--- src/rtl/sqkg_pkg.sv ---
package sqkg_pkg;
  typedef enum logic [2:0] {
    ACT_NONE   = 3'd0,
    ACT_AMP_UP = 3'd1,
    ACT_AMP_DN = 3'd2,
    ACT_FASTER = 3'd3,
    ACT_SLOWER = 3'd4
  } key_act_t;
endpackage

--- src/rtl/sqkg_key_slot.sv ---
module sqkg_key_slot
  import sqkg_pkg::*;
#(
  parameter int KEY_W = 16,
  parameter logic [7:0] CODE_UP    = 8'h75,
  parameter logic [7:0] CODE_DOWN  = 8'h72,
  parameter logic [7:0] CODE_RIGHT = 8'h74,
  parameter logic [7:0] CODE_LEFT  = 8'h6B
) (
  input  logic             clk,
  input  logic             rst,
  input  logic             key_valid,
  input  logic [KEY_W-1:0] key_code,
  input  logic             take,
  output key_act_t         act
);
  logic [7:0] low_byte;

  generate
    if (KEY_W >= 8) begin : g_wide
      assign low_byte = key_code[7:0];
    end else begin : g_narrow
      assign low_byte = {{(8-KEY_W){1'b0}}, key_code};
    end
  endgenerate

  key_act_t decoded;
  always_comb begin
    if      (low_byte == CODE_UP)    decoded = ACT_AMP_UP;
    else if (low_byte == CODE_DOWN)  decoded = ACT_AMP_DN;
    else if (low_byte == CODE_RIGHT) decoded = ACT_FASTER;
    else if (low_byte == CODE_LEFT)  decoded = ACT_SLOWER;
    else                             decoded = ACT_NONE;
  end

  always_ff @(posedge clk) begin
    if (rst)            act <= ACT_NONE;
    else if (key_valid) act <= decoded;
    else if (take)      act <= ACT_NONE;
  end

  assert_slot_clear_R10: assert property (@(posedge clk) disable iff (rst)
    (take && !key_valid) |=> (act == ACT_NONE));
  assert_slot_load_R10: assert property (@(posedge clk) disable iff (rst)
    (key_valid && low_byte == CODE_UP) |=> (act == ACT_AMP_UP));
endmodule

--- src/rtl/sqkg_settings.sv ---
module sqkg_settings
  import sqkg_pkg::*;
#(
  parameter int DAC_W     = 12,
  parameter int CNT_W     = 12,
  parameter int AMP_INIT  = 4095,
  parameter int HALF_INIT = 255,
  parameter int HALF_STEP = 5,
  parameter int HALF_MIN  = 5,
  parameter int HALF_MAX  = 4095
) (
  input  logic             clk,
  input  logic             rst,
  input  logic             take,
  input  key_act_t         act,
  output logic [DAC_W-1:0] amp,
  output logic [CNT_W-1:0] half
);
  localparam logic [DAC_W-1:0] AMP_TOP  = {DAC_W{1'b1}};
  localparam logic [CNT_W:0]   STEP_W   = (CNT_W+1)'(HALF_STEP);
  localparam logic [CNT_W:0]   MIN_W    = (CNT_W+1)'(HALF_MIN);
  localparam logic [CNT_W:0]   MAX_W    = (CNT_W+1)'(HALF_MAX);

  logic [CNT_W:0]   half_ext, half_up, half_dn;
  logic [DAC_W-1:0] amp_nx;
  logic [CNT_W-1:0] half_nx;

  assign half_ext = {1'b0, half};
  assign half_up  = half_ext + STEP_W;
  assign half_dn  = half_ext - STEP_W;

  always_comb begin
    amp_nx  = amp;
    half_nx = half;
    unique case (act)
      ACT_AMP_UP: if (amp != AMP_TOP) amp_nx = amp + 1'b1;
      ACT_AMP_DN: if (amp != '0)      amp_nx = amp - 1'b1;
      ACT_FASTER: half_nx = (half_ext < MIN_W + STEP_W) ? MIN_W[CNT_W-1:0] : half_dn[CNT_W-1:0];
      ACT_SLOWER: half_nx = (half_up > MAX_W) ? MAX_W[CNT_W-1:0] : half_up[CNT_W-1:0];
      default: ;
    endcase
  end

  always_ff @(posedge clk) begin
    if (rst) begin
      amp  <= DAC_W'(AMP_INIT);
      half <= CNT_W'(HALF_INIT);
    end else if (take) begin
      amp  <= amp_nx;
      half <= half_nx;
    end
  end

  assert_hold_between_R7: assert property (@(posedge clk) disable iff (rst)
    !take |=> ($stable(amp) && $stable(half)));
  assert_half_range_R9: assert property (@(posedge clk) disable iff (rst)
    (half >= CNT_W'(HALF_MIN)) && ({1'b0, half} <= MAX_W));
  assert_amp_unit_step_R4: assert property (@(posedge clk) disable iff (rst)
    !$stable(amp) |-> (amp == $past(amp) + 1'b1 || amp == $past(amp) - 1'b1));
  assert_no_wrap_R8: assert property (@(posedge clk) disable iff (rst)
    ($past(amp) == AMP_TOP && amp != AMP_TOP) |-> amp == AMP_TOP - 1'b1);
endmodule

--- src/rtl/sqkg_phase.sv ---
module sqkg_phase #(
  parameter int DAC_W = 12,
  parameter int CNT_W = 12
) (
  input  logic             clk,
  input  logic             rst,
  input  logic [DAC_W-1:0] amp,
  input  logic [CNT_W-1:0] half,
  output logic             take,
  output logic [DAC_W-1:0] code,
  output logic             wr
);
  logic             high;
  logic [CNT_W-1:0] cnt;
  logic             last_tick;

  assign last_tick = (cnt == half - 1'b1);
  assign take      = last_tick && high;

  always_ff @(posedge clk) begin
    if (rst) begin
      high <= 1'b0;
      cnt  <= '0;
      code <= '0;
      wr   <= 1'b0;
    end else if (last_tick) begin
      high <= !high;
      cnt  <= '0;
      code <= high ? '0 : amp;
      wr   <= 1'b1;
    end else begin
      cnt  <= cnt + 1'b1;
      wr   <= 1'b0;
    end
  end

  assert_cnt_bound_R2: assert property (@(posedge clk) disable iff (rst)
    cnt < half);
  assert_wr_single_R2: assert property (@(posedge clk) disable iff (rst)
    wr |=> !wr);
endmodule

--- src/rtl/sqkg_top.sv ---
module sqkg_top
  import sqkg_pkg::*;
#(
  parameter int DAC_W     = 12,
  parameter int CNT_W     = 12,
  parameter int KEY_W     = 16,
  parameter int AMP_INIT  = 4095,
  parameter int HALF_INIT = 255,
  parameter int HALF_STEP = 5,
  parameter int HALF_MIN  = 5,
  parameter int HALF_MAX  = 4095
) (
  input  logic             clk,
  input  logic             rst,
  input  logic             key_valid,
  input  logic [KEY_W-1:0] key_code,
  output logic [DAC_W-1:0] dac_code,
  output logic             dac_wr,
  output logic [DAC_W-1:0] amp_level,
  output logic [CNT_W-1:0] half_ticks
);
  key_act_t act;
  logic     take;

  sqkg_key_slot #(.KEY_W(KEY_W)) u_slot (
    .clk(clk), .rst(rst), .key_valid(key_valid), .key_code(key_code),
    .take(take), .act(act)
  );

  sqkg_settings #(
    .DAC_W(DAC_W), .CNT_W(CNT_W), .AMP_INIT(AMP_INIT), .HALF_INIT(HALF_INIT),
    .HALF_STEP(HALF_STEP), .HALF_MIN(HALF_MIN), .HALF_MAX(HALF_MAX)
  ) u_set (
    .clk(clk), .rst(rst), .take(take), .act(act),
    .amp(amp_level), .half(half_ticks)
  );

  sqkg_phase #(.DAC_W(DAC_W), .CNT_W(CNT_W)) u_phase (
    .clk(clk), .rst(rst), .amp(amp_level), .half(half_ticks),
    .take(take), .code(dac_code), .wr(dac_wr)
  );

  assert_wr_on_change_R2: assert property (@(posedge clk) disable iff (rst)
    (dac_code != $past(dac_code)) |-> dac_wr);
endmodule

--- config.mk ---
export PLATFORM = sky130hd
export DESIGN_NAME = sqkg_top
export DESIGN_NICKNAME = d
export VERILOG_FILES = /design/src/rtl/sqkg_pkg.sv /design/src/rtl/sqkg_key_slot.sv /design/src/rtl/sqkg_settings.sv /design/src/rtl/sqkg_phase.sv /design/src/rtl/sqkg_top.sv
export SDC_FILE = /design/constraint.sdc
export NUM_CORES = 1
export LEC_CHECK = 0
export BUFFER_PORTS_ARGS = -buffer_cell sky130_fd_sc_hd__buf_2
export CAP_MARGIN = 10
export CORE_UTILIZATION = 52
export CTS_CLUSTER_SIZE = 12
export DETAILED_ROUTE_END_ITERATION = 10
export GPL_TIMING_DRIVEN = 1
export PLACE_DENSITY = 0.79
export SYNTH_ARGS = -nofsm -noshare
export SYNTH_HDL_FRONTEND = slang
export SYNTH_SLANG_ARGS = --single-unit
--- constraint.sdc ---
create_clock -name clk -period 2.9 [get_ports clk]
set_clock_uncertainty 0.05 [all_clocks]
set_input_delay 0.145 -clock clk [delete_from_list [all_inputs] [get_ports clk]]
set_output_delay 0.145 -clock clk [all_outputs]
set_load 0.01 [all_outputs]
==> results_dict.tcl, run 1 <==
set metrics [dict create \
    arrival_ns 2.99 \
    synth.avg_cell_area_um2 8.06 \
    hold_viol_final 0 \
    holdWs_ns 0.150 \
    ir_worst_vdd_mv 0.180 \
    synthesis.nets 483 \
    syn2layout_area_growth_pct 18.9 \
    max_cap_violations 0 \
    route.detailed.drc 0 \
    dpl.cell_count 578 \
    grt_pass1_vias 3390 \
    async_flop_share_pct 0 \
    postRouteAntennaNets 0 \
    clkSinkCount 53 \
    hpwl_um 7230 \
    syn_area_um2 3620 \
    synthTopCellsByArea "dfxtp_1 29%, xnor2_1 5.1%, ha_1 4.8%" \
    die_h_um 85.4 \
    crit_required_ns 3.06 \
    tritoncts "yes" \
    num_vias 3713 \
    yosysSeqAreaShare_pct 29.3 \
    cpMaxStageDelayCell "or4_4" \
    die_area_um2 7300 \
    ys_warn_count 0 \
    p_total_mw 1.29 \
    synth_top_area_share_pct 29.3 \
    p_leak_nw 1.73 \
    port_buffers 47 \
    syn_inst 449 \
    start_util_pct 53.6 \
    critical_path.max_fanout 6 \
    path_buf_inv 3 \
    cp_top_family "simple AND/OR/NAND/NOR gates" \
    num-fill-cells 591 \
    finalMaxSlewViolations 0 \
    final_nets 545 \
    yosysMostFrequentCell "dfxtp_1" \
    grt_usage_pct 26.8 \
    ys.flop_type "dfxtp_1" \
    status "finished, final reports clean" \
    core_area_um2 6760 \
    path_cells "inv_4 > ha_4 > or4b_4 > or4_4 > a31oi_4 > nand4_1 > buf_12 > buf_4 > a211o_1" \
    clockBufferDepth 2 \
    max_slew.worst_pin.slew_ns 0.596 \
    powerDensity_nw_per_um2 300 \
    place_congestion 0.915 \
    relSlewSlack_pct 59.8 \
    post_drt_wl_per_cell_um 16.7 \
    antennaDiodeCount 0 \
    min-delay-path-class "primary input to register" \
    grt_max_degree 23 \
    synth_cell_types 66 \
    synth_commonest_cells "53 x dfxtp_1, 45 x nor2_1, 34 x nand2_1" \
    fmax_mhz 353 \
    drive_above_1_share_pct 22.1 \
    antenna_found_initial 0 \
    finalCritPeriodShare_pct 97.6 \
    htree_levels 2 \
    min_period_ns 2.83 \
    clk_latency_ns 0.31 \
    grt_pass1_wl_um 16000 \
    drtIter0Drc 231 \
    vias_per_cell 6.28 \
    synth-edff-count 0 \
    finalSetupViolations 0 \
    cts_buffers 5 \
    clkTransAtPathRegs_ns 0.10 \
    firstDrtPassIters 5 \
    worstSetupStartpointType "register" \
    cp_slowest_stage_delay_ns 0.51 \
    num_io_pins 56 \
    crit_type "register to register" \
    end_kind "register" \
    overflow 0 \
    cts.hold.buffers_added 0 \
    final_core_util_pct 63.7 \
    yosys.area.top_type "dfxtp_1" \
    std_cell_rows 30 \
    ys_ff_latch 53 \
    routed_wl_um 9870 \
    stdcell_count 591 \
    chipWidth_um 85.4 \
    root_buffer "clkbuf_8" \
]
where the power goes:
group | internal (mW) | total, mW | switching, mW
clock network | 0.256 | 0.504 | 0.248
registers | 0.731 | 0.736 | 0.00474
logic | 0.0195 | 0.0491 | 0.0296
total | 1.01 | 1.29 | 0.282
repair_timing:
action                     CTS  global route
buffers inserted             0             5
setup endpoints to repair    0            14
gates resized for setup      0             8
hold endpoints to repair     0             0
per-layer routing:
metal	global-route usage [%]	wire length [um]	vias up
met1	35.6	4410	1763
met3	3.60	565	15
met2	45.9	4780	149
met4	6.52	107	0
met5	0	0	-
li1	-	-	1786
cell usage in the layout, fill, tap and decap left out, types with 5 or more instances in the layout:
cell type,n
dfxtp_1,51
buf_2,47
nor2_1,43
nand2_1,34
buf_4,32
a21oi_1,23
xnor2_1,21
o21ai_0,19
xor2_1,18
nor3_1,16
nand3_1,15
nand4_1,12
a22o_1,12
ha_1,12
and3_1,11
o211ai_1,11
inv_1,10
nor4_1,6
a31oi_1,6
and2_1,5
or3_1,5
or2_2,5
nand2b_1,5
clkbuf_8,5
per-stage QoR:
stage	setup slack [ns]	area [um2]	TNS (ns)
after floorplan	0.0225	3650	0
after global placement	0.136	4090	0
after detailed placement	0.0919	4090	0
after global routing	-0.00541	4300	-0.00672
after CTS	0.0696	4200	0
final	0.0702	4300	0
final timing paths:
path	start	end	slack (ns)	depth (start not counted)
worst max register to register	u_set.half[0]	u_set.amp[10]	0.07	9
worst min-delay path	key_code[4]	u_slot.act[2]	0.15	3
worst min register to register	u_phase.code[8]	u_phase.code[8]	0.44	1
worst max-delay path	u_set.half[0]	u_set.amp[10]	0.07	9
kinds of logic (layout without fill, tap and decap cells):
family | count (synthesis) | in the layout | synth area share (%)
mux | 3 | 3 | 0.830
buf+inv | 40 | 102 | 4.42
simple gates | 178 | 178 | 25.4
compound gates | 121 | 121 | 25.2
xor+xnor | 39 | 39 | 9.44
flops | 53 | 53 | 29.3
fa+ha+maj | 15 | 15 | 5.39
registers in the layout, summed over array words and instances, names as in the netlist:
register and count:
u_set.amp 12, u_phase.high 1, u_phase.code 12, u_phase.cnt 12, u_set.half 12, u_slot.act 3, u_phase.wr 1
final cells by class:
class	count	area, um2	share of cell area, %
Clock inverter	2	38.8	0.901
Clock buffer	5	68.8	1.60
Tap cell	80	100	2.33
Inverter	13	51.3	1.19
Multi-Input combinational cell	356	2440	56.7
Timing Repair Buffer	82	541	12.6
Sequential cell	53	1060	24.7
worst reg2reg max path: cells and delay by family, from the launching register on:
family / cells / cell delay [ns]
buffers and inverters: 3 / 0.43
AND/OR/NAND/NOR: 3 / 1.21
adder cells (fa/ha/maj): 1 / 0.16
flip-flops: 1 / 0.35
AO/OA/AOI/OAI: 2 / 0.53
No activity file was read; power rests on OpenSTA's default activity.
==> run 2, diff against run 1 <==
--- a/config.mk
+++ b/config.mk
@@ -7,11 +7,11 @@
 export LEC_CHECK = 0
 export BUFFER_PORTS_ARGS = -buffer_cell sky130_fd_sc_hd__buf_2
 export CAP_MARGIN = 10
-export CORE_UTILIZATION = 52
+export CORE_UTILIZATION = 53
 export CTS_CLUSTER_SIZE = 12
 export DETAILED_ROUTE_END_ITERATION = 10
 export GPL_TIMING_DRIVEN = 1
-export PLACE_DENSITY = 0.79
+export PLACE_DENSITY = 0.77
 export SYNTH_ARGS = -nofsm -noshare
 export SYNTH_HDL_FRONTEND = slang
 export SYNTH_SLANG_ARGS = --single-unit
==> constraint.sdc (replaced) <==
create_clock -name clk -period 2.76 [get_ports clk]
set_clock_uncertainty 0.05 [all_clocks]
set_input_delay 0.138 -clock clk [delete_from_list [all_inputs] [get_ports clk]]
set_output_delay 0.138 -clock clk [all_outputs]
set_load 0.01 [all_outputs]
==> run 2 against run 1 <==
Against the previous run: the run now ends with design-rule violations left; via count fell by 0.38%; utilization is 3.8 points higher; fmax is 3.9% higher; register-to-register slack got worse by 0.03 ns; total power shrank 1.0%; sequential share of layout area down 0.23 points; die area down 1.8%; first-iteration DRC count is 16% higher; non-clock buffer count grew 10; global-route usage grew 0.35 points; sequential power up 4.8%; combinational power grew 12%; largest cell class unchanged.
==> results_dict.tcl, run 2 (synthesized netlist as in run 1, its figures left out) <==
set metrics [dict create \
    status "complete, but fails checks" \
    failed_checks "design-rule violations" \
    crit_type "register to register" \
    stdcell_count 599 \
    min-delay-path-class "primary input to register" \
    grt_pass1_wl_um 15700 \
    cp_slowest_stage_delay_ns 0.54 \
    fmax_mhz 367 \
    finalMaxSlewViolations 0 \
    port_buffers 47 \
    layout_commonest_cell "dfxtp_1" \
    die_area_um2 7160 \
    htree_levels 2 \
    clk_latency_ns 0.32 \
    vias_per_cell 6.18 \
    grt_pass1_vias 3384 \
    route.detailed.drc 1 \
    min_period_ns 2.72 \
    cp_top_family "simple AND/OR/NAND/NOR gates" \
    fin_tns_setup_ns 0 \
    drive_above_1_share_pct 24.7 \
    firstDrtPassIters 10 \
    rsz0062_at_grt "true" \
    place_congestion 0.950 \
    num_io_pins 56 \
    antennaDiodeCount 0 \
    regToRegEndpoint "u_set.half[2]" \
    hpwl_um 7330 \
    cpMaxStageDelayCell "or4_4" \
    critical_path.max_fanout 6 \
    dpl.cell_count 591 \
    arrival_ns 2.88 \
    cts.hold.buffers_added 0 \
    p_leak_nw 1.76 \
    critPathCapture "u_set.half[2]" \
    tritoncts "yes" \
    root_buffer "clkbuf_8" \
    reg2reg_depth 8 \
    mostFrequentLayoutCells "50 x dfxtp_1, 47 x buf_2, 43 x nor2_1, 43 x buf_4, 33 x nand2_1" \
    powerDensity_nw_per_um2 293 \
    max_slew.worst_pin.slew_ns 0.581 \
    core_area_um2 6460 \
    r2r_slack_ns 0.04 \
    grt_usage_pct 27.1 \
    hold_viol_final 0 \
    overflow 0 \
    postLayoutCellArea_um2 4360 \
    crit_cells 8 \
    clockBufferDepth 2 \
    clkSinkCount 53 \
    postRouteAntennaNets 0 \
    grt_max_degree 23 \
    drtIter0Drc 268 \
    std_cell_rows 29 \
    antenna_found_initial 0 \
    end_kind "register" \
    path_buf_inv 1 \
    relSlewSlack_pct 60.8 \
    die_h_um 84.6 \
    post_drt_wl_per_cell_um 15.9 \
    max_cap_violations 0 \
    crit_required_ns 2.92 \
    p_total_mw 1.28 \
    ir_worst_vdd_mv 0.353 \
    finalCritPeriodShare_pct 98.6 \
    clkTransAtPathRegs_ns 0.10 \
    placed_area_um2 4220 \
    crit_start "u_set.half[1]" \
    finalSetupViolations 0 \
    cts_buffers 5 \
    final_nets 555 \
    chipWidth_um 84.6 \
    worstSetupStartpointType "register" \
    reg2reg_from "u_set.half[1]" \
    routed_wl_um 9540 \
    num_vias 3699 \
    syn2layout_area_growth_pct 20.4 \
    start_util_pct 56.0 \
    path_cells "inv_4 > ha_4 > or4b_4 > or4_4 > a31oi_4 > nand4_2 > or2_4 > o32a_1" \
]
-- run 2: worst min-delay path by stage --
stage	start	to	slack, ns	cells past startpoint
6_report	key_code[0]	u_slot.act[1]	0.12	3
5_1_grt	key_code[3]	u_slot.act[0]	0.15	3
4_1_cts	key_code[0]	u_slot.act[1]	0.12	3
3_5_place_dp	u_phase.code[7]	u_phase.code[7]	0.42	1
3_3_place_gp	u_phase.code[7]	u_phase.code[7]	0.41	1
2_1_floorplan	key_code[0]	u_slot.act[1]	0.31	2
-- run 2: worst register-to-register path, delay by kind of cell (launching register included) --
| family | cells | cell delay (ns) |
|---|---|---|
| flops | 1 | 0.36 |
| compound gates | 2 | 0.49 |
| simple gates | 4 | 1.50 |
| buf+inv | 1 | 0.06 |
| fa+ha+maj | 1 | 0.15 |
-- run 2: per-layer routing --
metal  global-route usage (%)  vias up  share of wire [%]
met3                     4.33       26                6.1
met5                        0        -                  0
li1                         -     1809                  -
met1                     35.6     1718                 45
met4                     10.9        0                3.1
met2                     44.6      146                 46
-- run 2: cell type report --
type / instances / area, um2
tap: 77 / 96.3
inverter: 13 / 51.3
timing repair buffer: 92 / 589
clock buffer: 6 / 72.6
clock inverter: 2 / 13.8
sequential: 53 / 1070
multi-input combinational: 356 / 2470
fill: 555 / 2100
-- run 2: per-stage QoR --
stage / setup WS (ns) / hold slack (ns) / utilization, %
finish: 0.0375 / 0.125 / 67.5
detailed placement: 0.0275 / 0.418 / 65.3
CTS: 0.00274 / 0.117 / 66.6
floorplan: -0.0191 / 0.311 / -
global placement: 0.0547 / 0.409 / 65.3
global route: -0.0453 / 0.145 / 67.5
-- run 2: repair_timing --
item	CTS	global route
setup endpoints to repair	0	32
buffers inserted	0	0
resized for setup	0	14
-- run 2: report_power, final --
group	internal [mW]	leakage, nW	switching [mW]
registers	0.767	0.427	0.00385
logic	0.0220	1.29	0.0330
clock network	0.182	0.0456	0.269
